==> config.mk <==
export PLATFORM = sky130hd
export DESIGN_NAME = ptw_walker
export DESIGN_NICKNAME = d
export VERILOG_FILES = /design/src/rtl/ptw_pkg.sv /design/src/rtl/ptw_perm_chk.sv /design/src/rtl/ptw_flag_upd.sv /design/src/rtl/ptw_addr_gen.sv /design/src/rtl/ptw_walker.sv
export SDC_FILE = /design/constraint.sdc
export NUM_CORES = 1
export LEC_CHECK = 0
export ABC_CLOCK_PERIOD_IN_PS = 3500
export BUFFER_PORTS_ARGS = -buffer_cell sky130_fd_sc_hd__buf_2
export CAP_MARGIN = 10
export CORE_MARGIN = 3
export CORE_UTILIZATION = 54
export DETAILED_ROUTE_END_ITERATION = 8
export PLACE_DENSITY = 0.88
export SKIP_LAST_GASP = 1
export SYNTH_ARGS = -nofsm -noshare
export SYNTH_HDL_FRONTEND = slang
export SYNTH_HIERARCHICAL = 1
export SYNTH_SLANG_ARGS = --single-unit
==> constraint.sdc <==
create_clock -name clk -period 3.5 [get_ports clk]
set_clock_uncertainty 0.2 [all_clocks]
set_input_delay 0.175 -clock clk [delete_from_list [all_inputs] [get_ports clk]]
set_output_delay 0.175 -clock clk [all_outputs]
set_load 0.05 [all_outputs]
==> src/rtl/ptw_pkg.sv <==
package ptw_pkg;

    localparam int WORD_W = 32;
    localparam int OFF_W  = 12;
    localparam int IDX_W  = 10;
    localparam int ENT_SH = 2;

    localparam int BIT_PRES  = 0;
    localparam int BIT_WRITE = 1;
    localparam int BIT_USER  = 2;
    localparam int BIT_ACC   = 5;
    localparam int BIT_DIRTY = 6;

    typedef enum logic [1:0] {
        CAUSE_NONE    = 2'd0,
        CAUSE_ABSENT  = 2'd1,
        CAUSE_PROTECT = 2'd2
    } cause_e;

    typedef enum logic [2:0] {
        ST_IDLE,
        ST_RD_DIR,
        ST_RD_TBL,
        ST_WB_DIR,
        ST_WB_TBL,
        ST_RESP
    } walk_st_e;

    typedef struct packed {
        logic [WORD_W-1:0] vaddr;
        logic              wr;
        logic              usr;
    } xlat_req_t;

    function automatic cause_e entry_check(input logic [WORD_W-1:0] e,
                                           input logic wr, input logic usr);
        if (!e[BIT_PRES])
            return CAUSE_ABSENT;
        if ((wr && !e[BIT_WRITE]) || (usr && !e[BIT_USER]))
            return CAUSE_PROTECT;
        return CAUSE_NONE;
    endfunction

    function automatic logic [WORD_W-1:0] entry_mark(input logic [WORD_W-1:0] e,
                                                     input logic set_dirty);
        logic [WORD_W-1:0] r;
        r = e;
        r[BIT_ACC] = 1'b1;
        if (set_dirty)
            r[BIT_DIRTY] = 1'b1;
        return r;
    endfunction

endpackage

==> src/rtl/ptw_perm_chk.sv <==
module ptw_perm_chk
    import ptw_pkg::*;
#(
    parameter int W = ptw_pkg::WORD_W
) (
    input  logic [W-1:0] entry,
    input  logic         is_wr,
    input  logic         is_usr,
    output cause_e       cause
);
    always_comb begin
        cause = entry_check(entry, is_wr, is_usr);
    end
endmodule

==> src/rtl/ptw_flag_upd.sv <==
module ptw_flag_upd
    import ptw_pkg::*;
#(
    parameter int W = ptw_pkg::WORD_W
) (
    input  logic [W-1:0] entry,
    input  logic         set_dirty,
    output logic [W-1:0] marked,
    output logic         changed
);
    always_comb begin
        marked  = entry_mark(entry, set_dirty);
        changed = (marked != entry);
    end
endmodule

==> src/rtl/ptw_addr_gen.sv <==
module ptw_addr_gen
    import ptw_pkg::*;
#(
    parameter int IDX_W = ptw_pkg::IDX_W,
    parameter int OFF_W = ptw_pkg::OFF_W
) (
    input  walk_st_e                    st,
    input  logic [2*IDX_W+OFF_W-1:0]    base,
    input  logic [2*IDX_W+OFF_W-1:0]    vaddr,
    input  logic [2*IDX_W+OFF_W-1:0]    dir_entry,
    output logic [2*IDX_W+OFF_W-1:0]    addr
);
    localparam int VA_W = 2*IDX_W + OFF_W;

    logic [IDX_W-1:0] dir_idx;
    logic [IDX_W-1:0] tbl_idx;
    logic [VA_W-1:0]  dir_off;
    logic [VA_W-1:0]  tbl_off;
    logic [VA_W-1:0]  tbl_base;

    always_comb begin
        dir_idx  = vaddr[VA_W-1 -: IDX_W];
        tbl_idx  = vaddr[OFF_W +: IDX_W];
        dir_off  = VA_W'({dir_idx, {ENT_SH{1'b0}}});
        tbl_off  = VA_W'({tbl_idx, {ENT_SH{1'b0}}});
        tbl_base = {dir_entry[VA_W-1:OFF_W], {OFF_W{1'b0}}};
        if (st == ST_RD_TBL || st == ST_WB_TBL)
            addr = tbl_base + tbl_off;
        else
            addr = base + dir_off;
    end
endmodule

==> src/rtl/ptw_walker.sv <==
module ptw_walker
    import ptw_pkg::*;
#(
    parameter int IDX_W = ptw_pkg::IDX_W,
    parameter int OFF_W = ptw_pkg::OFF_W
) (
    input  logic                      clk,
    input  logic                      rst,
    input  logic                      req_valid,
    output logic                      req_ready,
    input  logic [2*IDX_W+OFF_W-1:0]  req_vaddr,
    input  logic                      req_write,
    input  logic                      req_user,
    input  logic [2*IDX_W+OFF_W-1:0]  dir_base,
    output logic                      mem_valid,
    output logic                      mem_we,
    output logic [2*IDX_W+OFF_W-1:0]  mem_addr,
    output logic [2*IDX_W+OFF_W-1:0]  mem_wdata,
    input  logic                      mem_ready,
    input  logic [2*IDX_W+OFF_W-1:0]  mem_rdata,
    output logic                      rsp_valid,
    output logic [1:0]                rsp_cause,
    output logic [2*IDX_W+OFF_W-1:0]  rsp_addr,
    output logic                      rsp_write,
    output logic                      rsp_user
);
    localparam int VA_W   = 2*IDX_W + OFF_W;
    localparam int LEVELS = 2;

    walk_st_e          state;
    xlat_req_t         req_q;
    logic [VA_W-1:0]   pde_q;
    logic [VA_W-1:0]   pte_q;
    cause_e            cause_q;
    logic [VA_W-1:0]   out_q;

    cause_e            rd_cause;
    logic [VA_W-1:0]   lvl_in  [LEVELS];
    logic [VA_W-1:0]   lvl_upd [LEVELS];
    logic              lvl_chg [LEVELS];

    // Both levels are checked through one checker fed by the read data.
    ptw_perm_chk #(.W(VA_W)) u_perm (
        .entry  (mem_rdata),
        .is_wr  (req_q.wr),
        .is_usr (req_q.usr),
        .cause  (rd_cause)
    );

    assign lvl_in[0] = pde_q;
    assign lvl_in[1] = (state == ST_RD_TBL) ? mem_rdata : pte_q;

    for (genvar g = 0; g < LEVELS; g++) begin : g_lvl
        ptw_flag_upd #(.W(VA_W)) u_upd (
            .entry     (lvl_in[g]),
            .set_dirty ((g == LEVELS-1) ? req_q.wr : 1'b0),
            .marked    (lvl_upd[g]),
            .changed   (lvl_chg[g])
        );
    end

    ptw_addr_gen #(.IDX_W(IDX_W), .OFF_W(OFF_W)) u_addr (
        .st        (state),
        .base      (dir_base),
        .vaddr     (req_q.vaddr),
        .dir_entry (pde_q),
        .addr      (mem_addr)
    );

    always_comb begin
        mem_valid = (state == ST_RD_DIR) || (state == ST_RD_TBL) ||
                    (state == ST_WB_DIR) || (state == ST_WB_TBL);
        mem_we    = (state == ST_WB_DIR) || (state == ST_WB_TBL);
        mem_wdata = (state == ST_WB_DIR) ? lvl_upd[0] : lvl_upd[1];
        req_ready = (state == ST_IDLE);
        rsp_valid = (state == ST_RESP);
        rsp_cause = rsp_valid ? cause_q : 2'd0;
        rsp_addr  = rsp_valid ? out_q : '0;
        rsp_write = rsp_valid & req_q.wr;
        rsp_user  = rsp_valid & req_q.usr;
    end

    always_ff @(posedge clk) begin
        if (rst) begin
            state   <= ST_IDLE;
            req_q   <= '0;
            pde_q   <= '0;
            pte_q   <= '0;
            cause_q <= CAUSE_NONE;
            out_q   <= '0;
        end else begin
            case (state)
                ST_IDLE: begin
                    if (req_valid) begin
                        req_q.vaddr <= req_vaddr;
                        req_q.wr    <= req_write;
                        req_q.usr   <= req_user;
                        cause_q     <= CAUSE_NONE;
                        state       <= ST_RD_DIR;
                    end
                end
                ST_RD_DIR: begin
                    if (mem_ready) begin
                        pde_q <= mem_rdata;
                        if (rd_cause != CAUSE_NONE) begin
                            cause_q <= rd_cause;
                            out_q   <= req_q.vaddr;
                            state   <= ST_RESP;
                        end else begin
                            state   <= ST_RD_TBL;
                        end
                    end
                end
                ST_RD_TBL: begin
                    if (mem_ready) begin
                        pte_q <= mem_rdata;
                        if (rd_cause != CAUSE_NONE) begin
                            cause_q <= rd_cause;
                            out_q   <= req_q.vaddr;
                            state   <= ST_RESP;
                        end else begin
                            cause_q <= CAUSE_NONE;
                            out_q   <= {mem_rdata[VA_W-1:OFF_W], req_q.vaddr[OFF_W-1:0]};
                            if (lvl_chg[0])
                                state <= ST_WB_DIR;
                            else if (lvl_chg[1])
                                state <= ST_WB_TBL;
                            else
                                state <= ST_RESP;
                        end
                    end
                end
                ST_WB_DIR: begin
                    if (mem_ready)
                        state <= lvl_chg[1] ? ST_WB_TBL : ST_RESP;
                end
                ST_WB_TBL: begin
                    if (mem_ready)
                        state <= ST_RESP;
                end
                ST_RESP: state <= ST_IDLE;
                default: state <= ST_IDLE;
            endcase
        end
    end
endmodule

==> flow_summary.json <==
{
  "critical_path_class": "flop to output pin",
  "clock-sinks": 135,
  "syn_inst": 1070,
  "ys_ff_latch": 135,
  "nets": 1351,
  "min_path_cells": 4,
  "final_hold_viol_count": 0,
  "placed_area_sq_mm": 0.00866,
  "ff2ff_path_depth": 5,
  "vias_per_cell": 5.72,
  "routedWlPerCell_um": 17.4,
  "required_ps": 3120,
  "postSynth.asyncResetShare_pct": 0,
  "startpoint_type": "flop",
  "r2r-end": "out_q[18]",
  "p_sw_share_pct": 31.1,
  "drive_above_1_share_pct": 27.0,
  "finalInstanceArea_sq_mm": 0.00996,
  "end_kind": "output pin",
  "drc_errors": 0,
  "grt_pass1_vias": 7753,
  "clock_latency_ps": 410,
  "cp.arrival_ps": 3050,
  "antenna_found_initial": 0,
  "drt_pre_antenna_iters": 7,
  "met1_usage_pct": 38.5,
  "cts_buffer_depth": 2,
  "grt_usage_pct": 29.8,
  "synthMostInstantiatedCell": "nand2_1",
  "postCtsSetupBuffers": 0,
  "routabilityCongestion": 0.947,
  "ys_seq_area_share_pct": 33.6,
  "yosys-top-cells-count": "nand2_1 (277), a21oi_1 (150), dfxtp_1 (135)",
  "synth_ff_type": "dfxtp_1",
  "synth_area_sq_mm": 0.00803,
  "grt_busiest_layer": "met2",
  "cts_root_buf": "clkbuf_16",
  "crit_fanout": 17,
  "met3_usage_pct": 6.21,
  "rrSetupSlack_ps": 820,
  "cts-buffers-inserted": 17,
  "start_util_pct": 56.6,
  "routed_wl_um": 24900,
  "core_sq_mm": 0.0142,
  "internal-power_mw": 3.18,
  "grt_max_degree": 70,
  "endpoint": "mem_addr[22]",
  "rows": 43,
  "synth_edf_count": 0,
  "fmax_mhz": 292,
  "path_clk_slew_ps": 60,
  "grt-ovfl-total": 0,
  "relSlewSlack_pct": 42.7,
  "yosys.area.top_type_share_pct": 33.6,
  "p_comb_share_pct": 22.7,
  "power_frac_clock_pct": 41.1,
  "cts_tree": "yes",
  "p_switching_mw": 1.44,
  "status": "completed",
  "worst_slew_pin_slew_ps": 859,
  "die_area_sq_mm": 0.0164,
  "power.leakage_nw": 4.31,
  "powerDensity_mw_per_mm2": 464,
  "hold_path.class": "input port to flop",
  "finalPower_mw": 4.62,
  "top_level_ports": 206,
  "final-max-slew-violation-count": 0,
  "dpl.hpwl_um": 16900,
  "htreeDepth": 4,
  "timing.rr.start": "state[0]",
  "drt-initial-drc-count": 928,
  "synth.largest_area_cell": "dfxtp_1",
  "final-setup-viol-count": 0,
  "grtUsageMet2_pct": 49.7,
  "place.port_buffers": 204,
  "synthTopCellsByArea": "dfxtp_1 (34%), nand2_1 (13%), a21oi_1 (9.3%)",
  "fp.dieW_um": 128,
  "num_antenna_cells": 0,
  "ant_nets": 0,
  "peakVddDrop_uv": 358,
  "ys_types": 59,
  "fp.dieH_um": 128,
  "fin_crit_sh_pct": 98.0,
  "grt_pass1_wl_um": 39400,
  "cp-startpoint": "req_q[24]",
  "syn_area_per_cell_sq_um": 7.51,
  "pwr-share-seq_pct": 36.2,
  "ys_warn_count": 6,
  "syn_to_final_growth_pct": 24.0,
  "finalCriticalPeriod_ps": 3430,
  "grt_setup_unrepaired": "yes",
  "vias": 8179,
  "cap_viol_max_count": 0
}
==> power by group through the flow <==
| stage | combinational (mW) | clock [mW] | sequential [mW] |
|---|---|---|---|
| 4_1_cts | 1.03 | 1.91 | 1.67 |
| 6_report | 1.05 | 1.90 | 1.67 |
| 3_5_place_dp | 0.972 | 0 | 1.70 |
| 2_1_floorplan | 0.748 | 0 | 1.68 |
| 3_3_place_gp | 0.962 | 0 | 1.70 |
| 5_1_grt | 1.13 | 1.99 | 1.68 |
==> metrics by stage <==
step	util [%]	hold WS (ps)	TNS (ps)	std cells	setup WS, ps
finish	70.1	86.2	0	1430	71.4
detailed placement	60.9	222	0	1332	578
global route	70.1	89.1	-4.16	1430	-4.16
global placement	60.9	218	0	1332	627
floorplan	-	68.2	0	1071	168
CTS	70.1	68.8	0	1430	132
==> critical path, cell delays in order, from the launching register on <==
cell	delay [ps]
dfxtp_1	360
ha_1	220
fa_1	260
a211oi_1	100
o21bai_1	350
a21oi_1	150
buf_4	210
or4_1	520
a31oi_1	190
buf_2	290
==> state kept, by name, indices dropped and copies added, names as in the netlist <==
| name | count |
|---|---|
| cause_q | 2 |
| out_q | 32 |
| pde_q | 32 |
| pte_q | 32 |
| req_q | 34 |
| state | 3 |
==> cell usage in the layout, fill, tap and decap left out, types with 5 or more instances in the layout <==
| cell type | count |
|---|---|
| o211ai_1 | 10 |
| nor3_1 | 5 |
| xnor2_1 | 5 |
| buf_4 | 21 |
| a21oi_1 | 150 |
| nor2_1 | 24 |
| a31oi_1 | 10 |
| and3_1 | 42 |
| nand2_1 | 277 |
| dfxtp_1 | 135 |
| o31ai_1 | 6 |
| nand3_1 | 31 |
| mux2_2 | 65 |
| o21ai_0 | 30 |
| and2_1 | 8 |
| buf_2 | 203 |
| xor2_1 | 5 |
| a311oi_1 | 18 |
| clkbuf_16 | 17 |
| ha_1 | 10 |
| dlygate4sd3_1 | 67 |
| nand2b_1 | 7 |
| o21bai_1 | 5 |
| inv_1 | 8 |
| or4_1 | 9 |
==> final cells by class <==
cell class,count,area [sq um]
clock buffer,20,457
clock inverter,11,173
fill,1180,4240
inverter,8,30.0
multi-input combinational,784,4510
sequential,135,2700
tap,180,225
timing repair buffer,292,1860
==> timing repair <==
action | 4_1_cts | 5_1_grt
hold buffers | 67 | 0
endpoints found under the setup margin | 0 | 5
resized for setup | 0 | 1
endpoints found under the hold margin | 121 | 0
==> logic make-up (layout without fill, tap and decap cells) <==
logic type / after synthesis / count (layout) / share of synthesized area, %
simple gates: 430 / 430 / 24.0
compound gates: 260 / 260 / 19.2
buf+inv: 152 / 331 / 10.5
flops: 135 / 135 / 33.6
mux: 69 / 69 / 9.61
fa+ha+maj: 11 / 11 / 1.81
xor+xnor: 10 / 10 / 1.09
other cells: 3 / 4 / 0.140
==> how the worst min path moves through the flow <==
stage / start / end / slack [ps]
2_1_floorplan: mem_ready / state[0] / 70
3_3_place_gp: req_vaddr[9] / req_q[11] / 220
6_report: req_valid / state[0] / 90
3_5_place_dp: req_vaddr[9] / req_q[11] / 220
4_1_cts: req_valid / state[0] / 70
5_1_grt: req_valid / state[0] / 90
==> metal layers <==
layer  wire length (um)  part of all wire [%]
met5                  0                     0
met4                746                   3.0
met3               1920                   7.7
met2              11800                    47
met1              10400                    42
No activity file was read; power rests on OpenSTA's default activity.
